File: src/rtl/frac_mac_pkg.sv
package frac_mac_pkg;

    typedef enum logic [2:0] {
        OP_NOP  = 3'b000,
        OP_ZERO = 3'b001,
        OP_MPY  = 3'b010,
        OP_MAC  = 3'b011,
        OP_MAS  = 3'b100,
        OP_SAT  = 3'b101,
        OP_RSV6 = 3'b110,
        OP_RSV7 = 3'b111
    } mac_op_e;

endpackage

File: src/rtl/frac_mac_mult.sv
module frac_mac_mult #(
    parameter int OPND_W = 17,
    parameter int ACC_W  = 40
) (
    input  logic signed [OPND_W-1:0] x_i,
    input  logic signed [OPND_W-1:0] y_i,
    input  logic                     frac_i,
    output logic        [ACC_W-1:0]  prod_o
);
    localparam int RAW_W = 2 * OPND_W;
    localparam int EXT_W = ACC_W - RAW_W;

    logic signed [RAW_W-1:0] raw;
    logic        [ACC_W-1:0] ext;

    // Full-width signed product.
    assign raw = x_i * y_i;
    // Sign extension into the accumulator width.
    assign ext = {{EXT_W{raw[RAW_W-1]}}, raw};
    // Fractional mode drops the duplicated sign bit.
    assign prod_o = frac_i ? {ext[ACC_W-2:0], 1'b0} : ext;

endmodule

File: src/rtl/frac_mac_alu.sv
module frac_mac_alu
    import frac_mac_pkg::*;
#(
    parameter int ACC_W   = 40,
    parameter int GUARD_W = 8,
    parameter int RND_BIT = 15
) (
    input  logic [2:0]       op_i,
    input  logic             sel_i,
    input  logic             round_i,
    input  logic             sat_mode_i,
    input  logic [ACC_W-1:0] acc_i,
    input  logic [ACC_W-1:0] prod_i,
    output logic [ACC_W-1:0] acc_o,
    output logic             ovf_set_o
);
    localparam int RANGE_W = ACC_W - GUARD_W;
    localparam int TOP_W   = GUARD_W + 1;
    localparam logic [ACC_W-1:0] POS_MAX  = {{TOP_W{1'b0}}, {(RANGE_W-1){1'b1}}};
    localparam logic [ACC_W-1:0] NEG_MIN  = {{TOP_W{1'b1}}, {(RANGE_W-1){1'b0}}};
    localparam logic [ACC_W-1:0] RND_ADD  = ACC_W'(1) << RND_BIT;
    localparam logic [ACC_W-1:0] RND_MASK = ~((RND_ADD << 1) - ACC_W'(1));

    logic [ACC_W-1:0] pre_sum;
    logic [ACC_W-1:0] rounded;
    logic             rnd_oor;
    logic             acc_oor;
    logic             is_mul;
    logic             can_clamp;

    function automatic logic out_of_range(input logic [ACC_W-1:0] v);
        logic [TOP_W-1:0] top;
        top = v[ACC_W-1 -: TOP_W];
        return !((&top) || !(|top));
    endfunction

    function automatic logic [ACC_W-1:0] clamp(input logic [ACC_W-1:0] v);
        return v[ACC_W-1] ? NEG_MIN : POS_MAX;
    endfunction

    always_comb begin
        is_mul    = 1'b0;
        can_clamp = 1'b0;
        pre_sum   = prod_i;
        unique case (op_i)
            OP_MPY: begin
                is_mul  = 1'b1;
                pre_sum = prod_i;
            end
            OP_MAC: begin
                is_mul    = 1'b1;
                can_clamp = 1'b1;
                pre_sum   = acc_i + prod_i;
            end
            OP_MAS: begin
                is_mul    = 1'b1;
                can_clamp = 1'b1;
                pre_sum   = acc_i - prod_i;
            end
            default: begin
                is_mul  = 1'b0;
                pre_sum = prod_i;
            end
        endcase
    end

    assign rounded = round_i ? ((pre_sum + RND_ADD) & RND_MASK) : pre_sum;
    assign rnd_oor = out_of_range(rounded);
    assign acc_oor = out_of_range(acc_i);

    always_comb begin
        acc_o     = acc_i;
        ovf_set_o = 1'b0;
        if (sel_i) begin
            if (is_mul) begin
                ovf_set_o = rnd_oor;
                acc_o     = (sat_mode_i && can_clamp && rnd_oor) ? clamp(rounded) : rounded;
            end else if (op_i == OP_ZERO) begin
                acc_o = '0;
            end else if (op_i == OP_SAT) begin
                ovf_set_o = acc_oor;
                acc_o     = acc_oor ? clamp(acc_i) : acc_i;
            end
        end
    end

endmodule

File: src/rtl/frac_mac.sv
module frac_mac
    import frac_mac_pkg::*;
#(
    parameter int OPND_W  = 17,
    parameter int RANGE_W = 32,
    parameter int GUARD_W = 8,
    parameter int RND_BIT = 15
) (
    input  logic                          clk,
    input  logic                          rst_n,
    input  logic [2:0]                    op_i,
    input  logic                          acc_sel_i,
    input  logic                          frac_i,
    input  logic                          round_i,
    input  logic                          sat_mode_i,
    input  logic [OPND_W-1:0]             xm_i,
    input  logic [OPND_W-1:0]             ym_i,
    input  logic [1:0]                    ovf_clr_i,
    output logic [RANGE_W+GUARD_W-1:0]    acc_a_o,
    output logic [RANGE_W+GUARD_W-1:0]    acc_b_o,
    output logic [1:0]                    ovf_o
);
    localparam int ACC_W   = RANGE_W + GUARD_W;
    localparam int NUM_ACC = 2;

    typedef struct packed {
        logic [NUM_ACC-1:0][ACC_W-1:0] acc;
        logic [NUM_ACC-1:0]            ovf;
    } mac_state_t;

    mac_state_t state_d, state_q;

    logic [ACC_W-1:0]                prod;
    logic [NUM_ACC-1:0][ACC_W-1:0]   alu_acc;
    logic [NUM_ACC-1:0]              alu_ovf;

    frac_mac_mult #(
        .OPND_W (OPND_W),
        .ACC_W  (ACC_W)
    ) i_mult (
        .x_i    (xm_i),
        .y_i    (ym_i),
        .frac_i (frac_i),
        .prod_o (prod)
    );

    for (genvar g = 0; g < NUM_ACC; g++) begin : g_acc
        frac_mac_alu #(
            .ACC_W   (ACC_W),
            .GUARD_W (GUARD_W),
            .RND_BIT (RND_BIT)
        ) i_alu (
            .op_i       (op_i),
            .sel_i      (acc_sel_i == 1'(g)),
            .round_i    (round_i),
            .sat_mode_i (sat_mode_i),
            .acc_i      (state_q.acc[g]),
            .prod_i     (prod),
            .acc_o      (alu_acc[g]),
            .ovf_set_o  (alu_ovf[g])
        );
    end

    always_comb begin
        state_d = state_q;
        for (int i = 0; i < NUM_ACC; i++) begin
            state_d.acc[i] = alu_acc[i];
            state_d.ovf[i] = (state_q.ovf[i] & ~ovf_clr_i[i]) | alu_ovf[i];
        end
    end

    always_ff @(posedge clk or negedge rst_n) begin
        if (!rst_n) begin
            state_q <= '0;
        end else begin
            state_q <= state_d;
        end
    end

    assign acc_a_o = state_q.acc[0];
    assign acc_b_o = state_q.acc[1];
    assign ovf_o   = state_q.ovf;

endmodule

File: config.mk
export PLATFORM = sky130hd
export DESIGN_NAME = frac_mac
export DESIGN_NICKNAME = d
export VERILOG_FILES = /design/src/rtl/frac_mac_pkg.sv /design/src/rtl/frac_mac_mult.sv /design/src/rtl/frac_mac_alu.sv /design/src/rtl/frac_mac.sv
export SDC_FILE = /design/constraint.sdc
export NUM_CORES = 1
export LEC_CHECK = 0
export ABC_AREA = 1
export BUFFER_PORTS_ARGS = -buffer_cell sky130_fd_sc_hd__buf_4
export CELL_PAD_IN_SITES_DETAIL_PLACEMENT = 1
export CELL_PAD_IN_SITES_GLOBAL_PLACEMENT = 1
export CORE_ASPECT_RATIO = 1.2
export CORE_MARGIN = 3
export CORE_UTILIZATION = 25
export CTS_CLUSTER_SIZE = 24
export DETAILED_ROUTE_END_ITERATION = 8
export GPL_TIMING_DRIVEN = 1
export PLACE_DENSITY_LB_ADDON = 0.1
export SYNTH_ARGS = -nofsm -noshare
export SYNTH_HDL_FRONTEND = slang
export SYNTH_SLANG_ARGS = --single-unit
File: constraint.sdc
create_clock -name clk -period 8.05 [get_ports clk]
set_input_delay 0.4025 -clock clk [delete_from_list [all_inputs] [get_ports clk]]
set_output_delay 0.4025 -clock clk [all_outputs]
set_load 0.02 [all_outputs]
Word-level counts from Yosys, hierarchy flattened
Cells that the tools add are included.
Word-level totals
  register bits after elaboration: 82
  word-level logic and storage cells: 81
  output and inout port bits: 82
Operators by class
  add/subtract/negate cells: 6
  multipliers: 1
  bitwise operators: 7
  equal/unequal tests: 7
  reduce and logical (&&, ||, !) cells: 28
  mux-type cells: 29
Operators with widths (count)
  two-way mux 40 bit: 16
  one-hot mux 40 bit (2 select lines): 2
  adder 40 x 16 -> 40 bit (second input constant): 2
  adder 40 bit: 2
  subtractor 40 bit: 2
  AND reduction 9 bit: 4
  OR reduction 9 bit: 4
  multiplier 17 x 17 -> 34 bit: 1
  two-way mux 34 bit: 1
  two-way mux 1 bit: 10
  zero test 1 bit: 8
  equality test 3 x 2 -> 1 bit (second input constant): 2
  equality test 3 bit (second input constant): 2
  AND reduction 3 bit: 2
  logical OR 1 bit: 4
  equality test 3 x 1 -> 1 bit (second input constant): 1
  logical AND 1 bit: 3
  != test 3 x 2 -> 1 bit (second input constant): 1
  != test 3 bit (second input constant): 1
  NOT 1 bit: 3
  nonzero test 3 bit: 1
  OR reduction 3 bit: 1
  AND 1 bit: 2
  OR 1 bit: 2
  OR reduction 2 bit: 1

Depth between registers and ports, before layout
Gate-level depths: netlist of run 1.
  depth in word-level cells: 13
  depth in mapped cells: 69

Cells and area by module
From an unflattened synthesis of run 1, not the netlist that was laid out.
Unflattened totals
  cell total of the unflattened synthesis: 4972
  area total of the unflattened synthesis: 29365.7 µm²
By module, submodules not included
  frac_mac_alu: area an instance 7392.1 µm², times used 2, cells an instance 1571
  frac_mac_mult: area an instance 12495.7 µm², times used 1, cells an instance 1739
  frac_mac: area an instance 2085.8 µm², times used 1, cells an instance 91

Worst setup path before layout of run 1
Ideal clock, no wire load.
  path type: input to register
  start: input ym_i[2]
  end: register state_q, in the netlist acc_b_o[23]
  path buffers: 4
  data arrival time: 9391 ps
  required time: 7925 ps
  setup time: 125 ps
  path slack: -1466 ps
  cell stages on the path: 60
  path through: clkbuf_1 > clkbuf_1 > nand2_1 > fa_1 > fa_1 > fa_1 > fa_1 > inv_1 > fa_1 > inv_1 > fa_1 > inv_1 > ha_1 > nand2_1 > nor2_2 > nand3_1 > nand3_1 > nand2_1 > [... 24 more ...] > nor2_1 > nand3_1 > nor3_1 > nand3_1 > nand2_1 > nand2_1 > nor2_1 > nand2_1 > nor2_1 > nand3_1 > nor2_1 > nand3_2 > nand4_1 > buf_4 > buf_6 > nand2_1 > nand2_1 > a21oi_2
Between the ends
  word-level cells in the longest chain between the ends: 13
  elaborated cells between the ends (all ways): 16
Ends and longest elaborated chain
  from (decl): RTL line frac_mac.sv:17  | input logic [OPND_W-1:0] ym_i,
  multiplier 17 x 17 -> 34 bit (*): RTL line frac_mac_mult.sv:17  | assign raw = x_i * y_i;
  two-way mux 34 bit: RTL line frac_mac_mult.sv:21  | assign prod_o = frac_i ? {ext[ACC_W-2:0], 1'b0} : ext;
  subtractor 40 bit or adder 40 bit (tied branches): RTL line frac_mac_alu.sv:58, frac_mac_alu.sv:53
  one-hot mux 40 bit (2 select lines) (*): RTL line frac_mac_alu.sv:45  | unique case (op_i)
  adder 40 x 16 -> 40 bit: RTL line frac_mac_alu.sv:67  | assign rounded = round_i ? ((pre_sum + RND_ADD) & RND_MASK) : pre_sum;
  two-way mux 40 bit (*): RTL line frac_mac_alu.sv:67
  OR reduction 9 bit: RTL line frac_mac_alu.sv:34  | return !((&top) || !(|top));
  zero test 1 bit: RTL line frac_mac_alu.sv:34
  logical OR 1 bit: RTL line frac_mac_alu.sv:34
  zero test 1 bit: RTL line frac_mac_alu.sv:34
  logical AND 1 bit: RTL line frac_mac_alu.sv:77  | acc_o = (sat_mode_i && can_clamp && rnd_oor) ? clamp(rounded) : rounded;
  two-way mux 40 bit (*): RTL line frac_mac_alu.sv:77
  two-way mux 40 bit (*): RTL line frac_mac_alu.sv:75  | if (is_mul) begin
  to (signal assigned): RTL line frac_mac.sv:76  | state_q <= state_d;
  to (decl): RTL line frac_mac.sv:31  | mac_state_t state_d, state_q;
Every way passes the cells marked *; elsewhere a longest branch is shown, timed or not.
A chain may end at the register's enable or synchronous reset.

Worst setup path in the final report of run 1
  start: input xm_i[5]
  end: register state_q, in the netlist acc_b_o[22]
Between the ends
  word-level cells in the longest chain between the ends: 13
  elaborated cells between the ends (all ways): 16
Ends and longest elaborated chain
  from (decl): RTL line frac_mac.sv:16  | input logic [OPND_W-1:0] xm_i,
  multiplier 17 x 17 -> 34 bit (*): RTL line frac_mac_mult.sv:17
  two-way mux 34 bit: RTL line frac_mac_mult.sv:21
  subtractor 40 bit or adder 40 bit (tied branches): RTL line frac_mac_alu.sv:58, frac_mac_alu.sv:53
  one-hot mux 40 bit (2 select lines) (*): RTL line frac_mac_alu.sv:45
  adder 40 x 16 -> 40 bit: RTL line frac_mac_alu.sv:67
  two-way mux 40 bit (*): RTL line frac_mac_alu.sv:67
  OR reduction 9 bit: RTL line frac_mac_alu.sv:34
  zero test 1 bit: RTL line frac_mac_alu.sv:34
  logical OR 1 bit: RTL line frac_mac_alu.sv:34
  zero test 1 bit: RTL line frac_mac_alu.sv:34
  logical AND 1 bit: RTL line frac_mac_alu.sv:77
  two-way mux 40 bit (*): RTL line frac_mac_alu.sv:77
  two-way mux 40 bit (*): RTL line frac_mac_alu.sv:75
Marked as above.

==> results of run 1 <==
[cells by family after synthesis]
logic type | after synthesis | synth area share [%]
xor+xnor | 82 | 2.864
fa+ha+maj | 444 | 31.07
buf+inv | 935 | 14.44
compound gates | 350 | 7.579
simple gates | 2074 | 35.77
mux | 1 | 0.08981
flops | 82 | 8.183
[state kept, by name, indices dropped and copies added (netlist names)]
name	count
acc_a_o	40
ovf_o	2
acc_b_o	40
[worst register-to-register path: cells and delay by family (launching register included)]
family          cells  cell delay, ps
flops               1             390
compound gates      6             980
buf+inv             6             770
fa+ha+maj           2             720
simple gates       21            2690
[metrics by stage]
step	cell area [um^2]	setup slack [ps]	setup TNS (ps)	hold slack, ps	instances
floorplan	25570	-829.7	-62320	106.9	3968
global route	36280	-2067	-159860	121.7	6105
global placement	33210	-2919	-206580	533.1	5997
CTS	35170	-1508	-114710	93.06	6068
detailed placement	33210	-2951	-208400	534.2	5997
finish	36280	-1598	-120040	81.92	6105
[cell usage in the layout (no fill, tap or decap), types with 20 or more instances in the layout]
cell	count
dfrtp_1	82
xnor2_1	20
buf_6	26
buf_4	902
nand2_1	1080
a21oi_2	49
fa_1	289
nand2_2	148
inv_2	72
nand4_1	62
ha_1	117
a21oi_1	166
nor2_2	46
nand2_4	26
nand3_1	275
nor2_1	268
inv_1	723
nor2_4	32
buf_12	28
o21ai_0	59
nand3_2	51
ha_4	26
xor2_1	55
[layer usage]
metal	global-route usage [%]	part of all wire, %
met1	26.07	41
met2	43.05	54
met3	1.239	1.4
met4	6.904	3.7
met5	0	0
[worst min path at each step]
stage,endpoint,slack [ps],cells after the start
2_1_floorplan,acc_a_o[0],110,0
3_3_place_gp,acc_b_o[38],530,1
3_5_place_dp,acc_b_o[38],530,1
4_1_cts,acc_b_o[38],90,1
5_1_grt,acc_b_o[38],120,1
6_report,acc_b_o[37],80,1
[what timing repair did]
| action | CTS | global route |
|---|---|---|
| cloned | 10 | 2 |
| endpoints found under the setup margin | 82 | 82 |
| hold buffers | 0 | 0 |
| pin swaps | 93 | 71 |
| gates resized for setup | 270 | 209 |
| setup buffers | 48 | 36 |
[area by class of cell]
cell class              count  area (um^2)  share of cell area, %
multi-input cells        2951        21260                  58.59
repair buffers            974         8045                  22.17
inverters                 802         3017                  8.315
flip-flops and latches     82         2052                  5.656
well taps                1280         1602                  4.414
clock buffers               9        225.2                 0.6208
clock inverters             7        83.83                 0.2311
==> results.json, run 1 <==
{
  "synth_edf_count": 0,
  "fp.dieW_um": 295.1,
  "initial_core_util_pct": 25.33,
  "pin_count": 127,
  "r2r_setup_slack_ps": 2370,
  "ant_nets": 0,
  "clkTransAtPathRegs_ps": 70,
  "final_util_pct": 36.65,
  "ys_warn_count": 0,
  "setup_ws_ps": -1598,
  "grt_pass1_wl_mm": 178.5,
  "gp_congestion": 0.9650,
  "synth-seq-cells": 82,
  "period_share_pct": 119.9,
  "wirelength_mm": 115.4,
  "core_mm2": 0.09901,
  "synth_ff_type": "dfrtp_1",
  "r2r.worst_path.cells": 35,
  "overflow": 0,
  "async_flop_share_pct": 100.0,
  "r2r_start": "acc_b_o[0]",
  "syn_area_per_cell_um2": 6.320,
  "critPathTopFamily": "simple AND/OR/NAND/NOR gates",
  "max_freq_mhz": 103.6,
  "drc_errors": 0,
  "syn_nets": 4457,
  "first_global_vias": 30357,
  "min_path_type": "in -> async",
  "nets": 5309,
  "cpMostUsedCell": "inv_2",
  "synth.area.top_cells": "fa_1 24%, nand2_1 18%, inv_1 11%",
  "crit_slowest_cell": "fa_2",
  "yosysTopAreaCellShare_pct": 23.79,
  "cp.buffers_inverters": 19,
  "min_period_ps": 9648,
  "cts_root_buffer": "clkbuf_16",
  "syn-cell-area_mm2": 0.02508,
  "htreeDepth": 3,
  "cp-start-kind": "input port",
  "crit_required_ps": 8370,
  "status": "finished, violations left",
  "violations": "negative setup slack",
  "cts_buffers": 9,
  "slowest_delay_ps": 560,
  "n_antenna_cell": 0,
  "seq_area_frac_synth_pct": 8.183,
  "clock_latency_ps": 400,
  "startpoint": "xm_i[5]",
  "setup_viol": 82,
  "dieArea_mm2": 0.1042,
  "port_buffers": 126,
  "via_per_inst": 4.557,
  "yosysTopAreaCell": "fa_1",
  "antenna_found_initial": 0,
  "synth_cell_type_count": 56,
  "cts.sinks": 82,
  "worst_ep_arrival_time_ps": 9970,
  "cp-endpoint": "acc_b_o[22]",
  "drt_iter0_markers": 1026,
  "r2r_end": "acc_b_o[0]",
  "maxCapViolCount": 0,
  "cp-end-kind": "flip-flop",
  "row_count": 126,
  "synth.most_common_cell": "nand2_1",
  "fillers": 12531,
  "grt_max_degree": 81,
  "routed-via-count": 27823,
  "netlist_top_cells_count": "1212 x nand2_1, 760 x inv_1, 309 x nor2_1, 305 x nand3_1, 298 x fa_1",
  "hold_viol_final": 0,
  "crit_type": "in -> reg",
  "synthCells": 3968,
  "rsz0062_at_grt": "true",
  "cts_tree": "yes",
  "die_height_um": 352.9,
  "clockBufferDepth": 2,
  "slew_headroom_pct": 28.85,
  "cp_max_fo": 8,
  "area_growth_syn_to_layout_pct": 44.68,
  "wl_per_cell_um": 18.90,
  "drive_gt1_share_pct": 31.92,
  "final-max-slew-violation-count": 0,
  "grtUsageTotal_pct": 22.32,
  "clock_skew_ps": 20.48,
  "cp.depth": 68,
  "dp_hpwl_mm": 96.17,
  "worst_slew_pin_slew_ps": 1067,
  "drt_pass1_iterations": 5
}
Power of run 1 is not shown: default switching activity piles up to over one toggle a cycle in this logic, so the estimate is an artifact.
==> run 2: changes to the inputs <==
--- a/config.mk
+++ b/config.mk
@@ -9,13 +9,13 @@
 export BUFFER_PORTS_ARGS = -buffer_cell sky130_fd_sc_hd__buf_4
 export CELL_PAD_IN_SITES_DETAIL_PLACEMENT = 1
 export CELL_PAD_IN_SITES_GLOBAL_PLACEMENT = 1
-export CORE_ASPECT_RATIO = 1.2
 export CORE_MARGIN = 3
 export CORE_UTILIZATION = 25
 export CTS_CLUSTER_SIZE = 24
 export DETAILED_ROUTE_END_ITERATION = 8
 export GPL_TIMING_DRIVEN = 1
 export PLACE_DENSITY_LB_ADDON = 0.1
+export SKIP_LAST_GASP = 1
 export SYNTH_ARGS = -nofsm -noshare
 export SYNTH_HDL_FRONTEND = slang
 export SYNTH_SLANG_ARGS = --single-unit
==> run 2 against run 1 <==
The run still ends with negative setup slack left. Highest routed layer unchanged. Fmax shrank 0.13%. Die area about the same. Largest cell class unchanged. Worst setup slack got worse by 13 ps.
==> results.json, run 2 (synthesis results as in run 1) <==
{
  "status": "finished, violations left",
  "violations": "negative setup slack",
  "wl_per_cell_um": 18.84,
  "area_growth_syn_to_layout_pct": 49.03,
  "final-max-slew-violation-count": 0,
  "slowest_delay_ps": 540,
  "setup_viol": 82,
  "cts_root_buffer": "clkbuf_16",
  "port_buffers": 126,
  "min_period_ps": 9661,
  "via_per_inst": 4.594,
  "dp_hpwl_mm": 94.91,
  "setup_ws_ps": -1611,
  "pin_count": 127,
  "htreeDepth": 3,
  "rsz0062_at_grt": "true",
  "clockBufferDepth": 2,
  "cts.sinks": 82,
  "clkTransAtPathRegs_ps": 70,
  "cp_max_fo": 10,
  "gp_congestion": 0.8783,
  "crit_slowest_cell": "fa_1",
  "antenna_found_initial": 2,
  "fp.dieW_um": 322.7,
  "worst_slew_pin_slew_ps": 1385,
  "clock_skew_ps": 22.29,
  "r2r_end": "acc_b_o[34]",
  "r2r.worst_path.cells": 36,
  "period_share_pct": 120.0,
  "grt_max_degree": 81,
  "core_mm2": 0.09899,
  "drive_gt1_share_pct": 34.76,
  "wirelength_mm": 116.9,
  "routed-via-count": 28488,
  "ant_nets": 0,
  "mostFrequentLayoutCell": "nand2_1",
  "drt_pass1_iterations": 5,
  "grtUsageTotal_pct": 22.27,
  "final_cell_mix": "1042 x nand2_1, 975 x buf_4, 718 x inv_1, 291 x fa_1, 263 x nor2_1",
  "fillers": 12522,
  "overflow": 0,
  "slew_headroom_pct": 7.431,
  "first_global_vias": 30228,
  "row_count": 115,
  "clock_latency_ps": 390,
  "cp-start-kind": "input port",
  "drt_iter0_markers": 1220,
  "r2r_start": "acc_b_o[0]",
  "initial_core_util_pct": 25.33,
  "max_freq_mhz": 103.5,
  "startpoint": "ym_i[5]",
  "r2r_setup_slack_ps": 2530,
  "hold_viol_final": 0,
  "seq_area_mm2": 0.002052,
  "maxCapViolCount": 0,
  "multi_input_comb_area_mm2": 0.02175,
  "grt_pass1_wl_mm": 178.0,
  "min_path_type": "in -> async",
  "worst_ep_arrival_time_ps": 9970,
  "nets": 5397,
  "cp-end-kind": "flip-flop",
  "crit_required_ps": 8360,
  "drc_errors": 0,
  "cts_tree": "yes",
  "crit_type": "in -> reg",
  "cts_buffers": 9,
  "final_util_pct": 37.75,
  "dieArea_mm2": 0.1041,
  "die_height_um": 322.7
}
run 2: cell count changes in the layout (fill, tap and decap cells not counted), moves of 8 or more:
cell | before | now
buf_4 | 902 | 975
nand2_1 | 1080 | 1042
buf_6 | 26 | 53
nand2_2 | 148 | 175
nand3_1 | 275 | 260
nand2_4 | 26 | 37
nand3_2 | 51 | 62
a21oi_1 | 166 | 157
buf_12 | 28 | 19
ha_1 | 117 | 108
ha_4 | 26 | 34
run 2: cell type report:
class | instances | share of cell area (%)
Multi-Input combinational cell | 2951 | 58.20
Timing Repair Buffer | 1062 | 23.11
Inverter | 802 | 8.082
Sequential cell | 82 | 5.491
Tap cell | 1287 | 4.309
Clock buffer | 10 | 0.6127
Clock inverter | 6 | 0.1975
Antenna cell | 1 | 0.006696
run 2: critical path, delay by kind of cell:
| kind | cells | cell delay, ps |
|---|---|---|
| xor gates and xnor gates | 1 | 180 |
| adders and majority gates | 8 | 3630 |
| and+or+nand+nor | 31 | 3770 |
| buffers and inverters | 15 | 1590 |
| AOI/OAI and AO/OA | 3 | 350 |
run 2: worst max path at each step:
| stage | endpoint | slack (ps) |
|---|---|---|
| floorplan | acc_b_o[27] | -830 |
| global placement | acc_b_o[24] | -2630 |
| detailed placement | acc_b_o[24] | -2620 |
| CTS | acc_b_o[19] | -1500 |
| global route | acc_a_o[16] | -2020 |
| finish | acc_a_o[16] | -1610 |
run 2: per-layer routing:
layer / global-route usage, % / part of all wire (%) / up-vias
li1: - / - / 13991
met1: 32.57 / 50 / 14104
met2: 36.86 / 46 / 329
met3: 1.725 / 3.2 / 64
met4: 2.593 / 1.4 / 0
met5: 0 / 0 / -
run 2: metrics by stage:
| step | cell area [um^2] | setup slack [ps] | setup TNS, ps | hold slack, ps | instances |
|---|---|---|---|---|---|
| after floorplan | 25570 | -829.7 | -62320 | 106.9 | 3968 |
| after global placement | 33280 | -2629 | -201420 | 527.0 | 6025 |
| after detailed placement | 33280 | -2624 | -204290 | 526.2 | 6025 |
| after CTS | 35640 | -1501 | -117620 | 97.72 | 6147 |
| after global routing | 37370 | -2021 | -159730 | 130.2 | 6201 |
| final | 37370 | -1611 | -126100 | 90.31 | 6201 |
run 2: repair_timing:
item / in CTS / in global routing
cloned: 9 / 5
pin swaps: 139 / 163
buffers inserted: 97 / 52
hold buffers: 0 / 0
resized for setup: 266 / 325
setup endpoints to repair: 82 / 82
Power of run 2 is left out for the same reason.
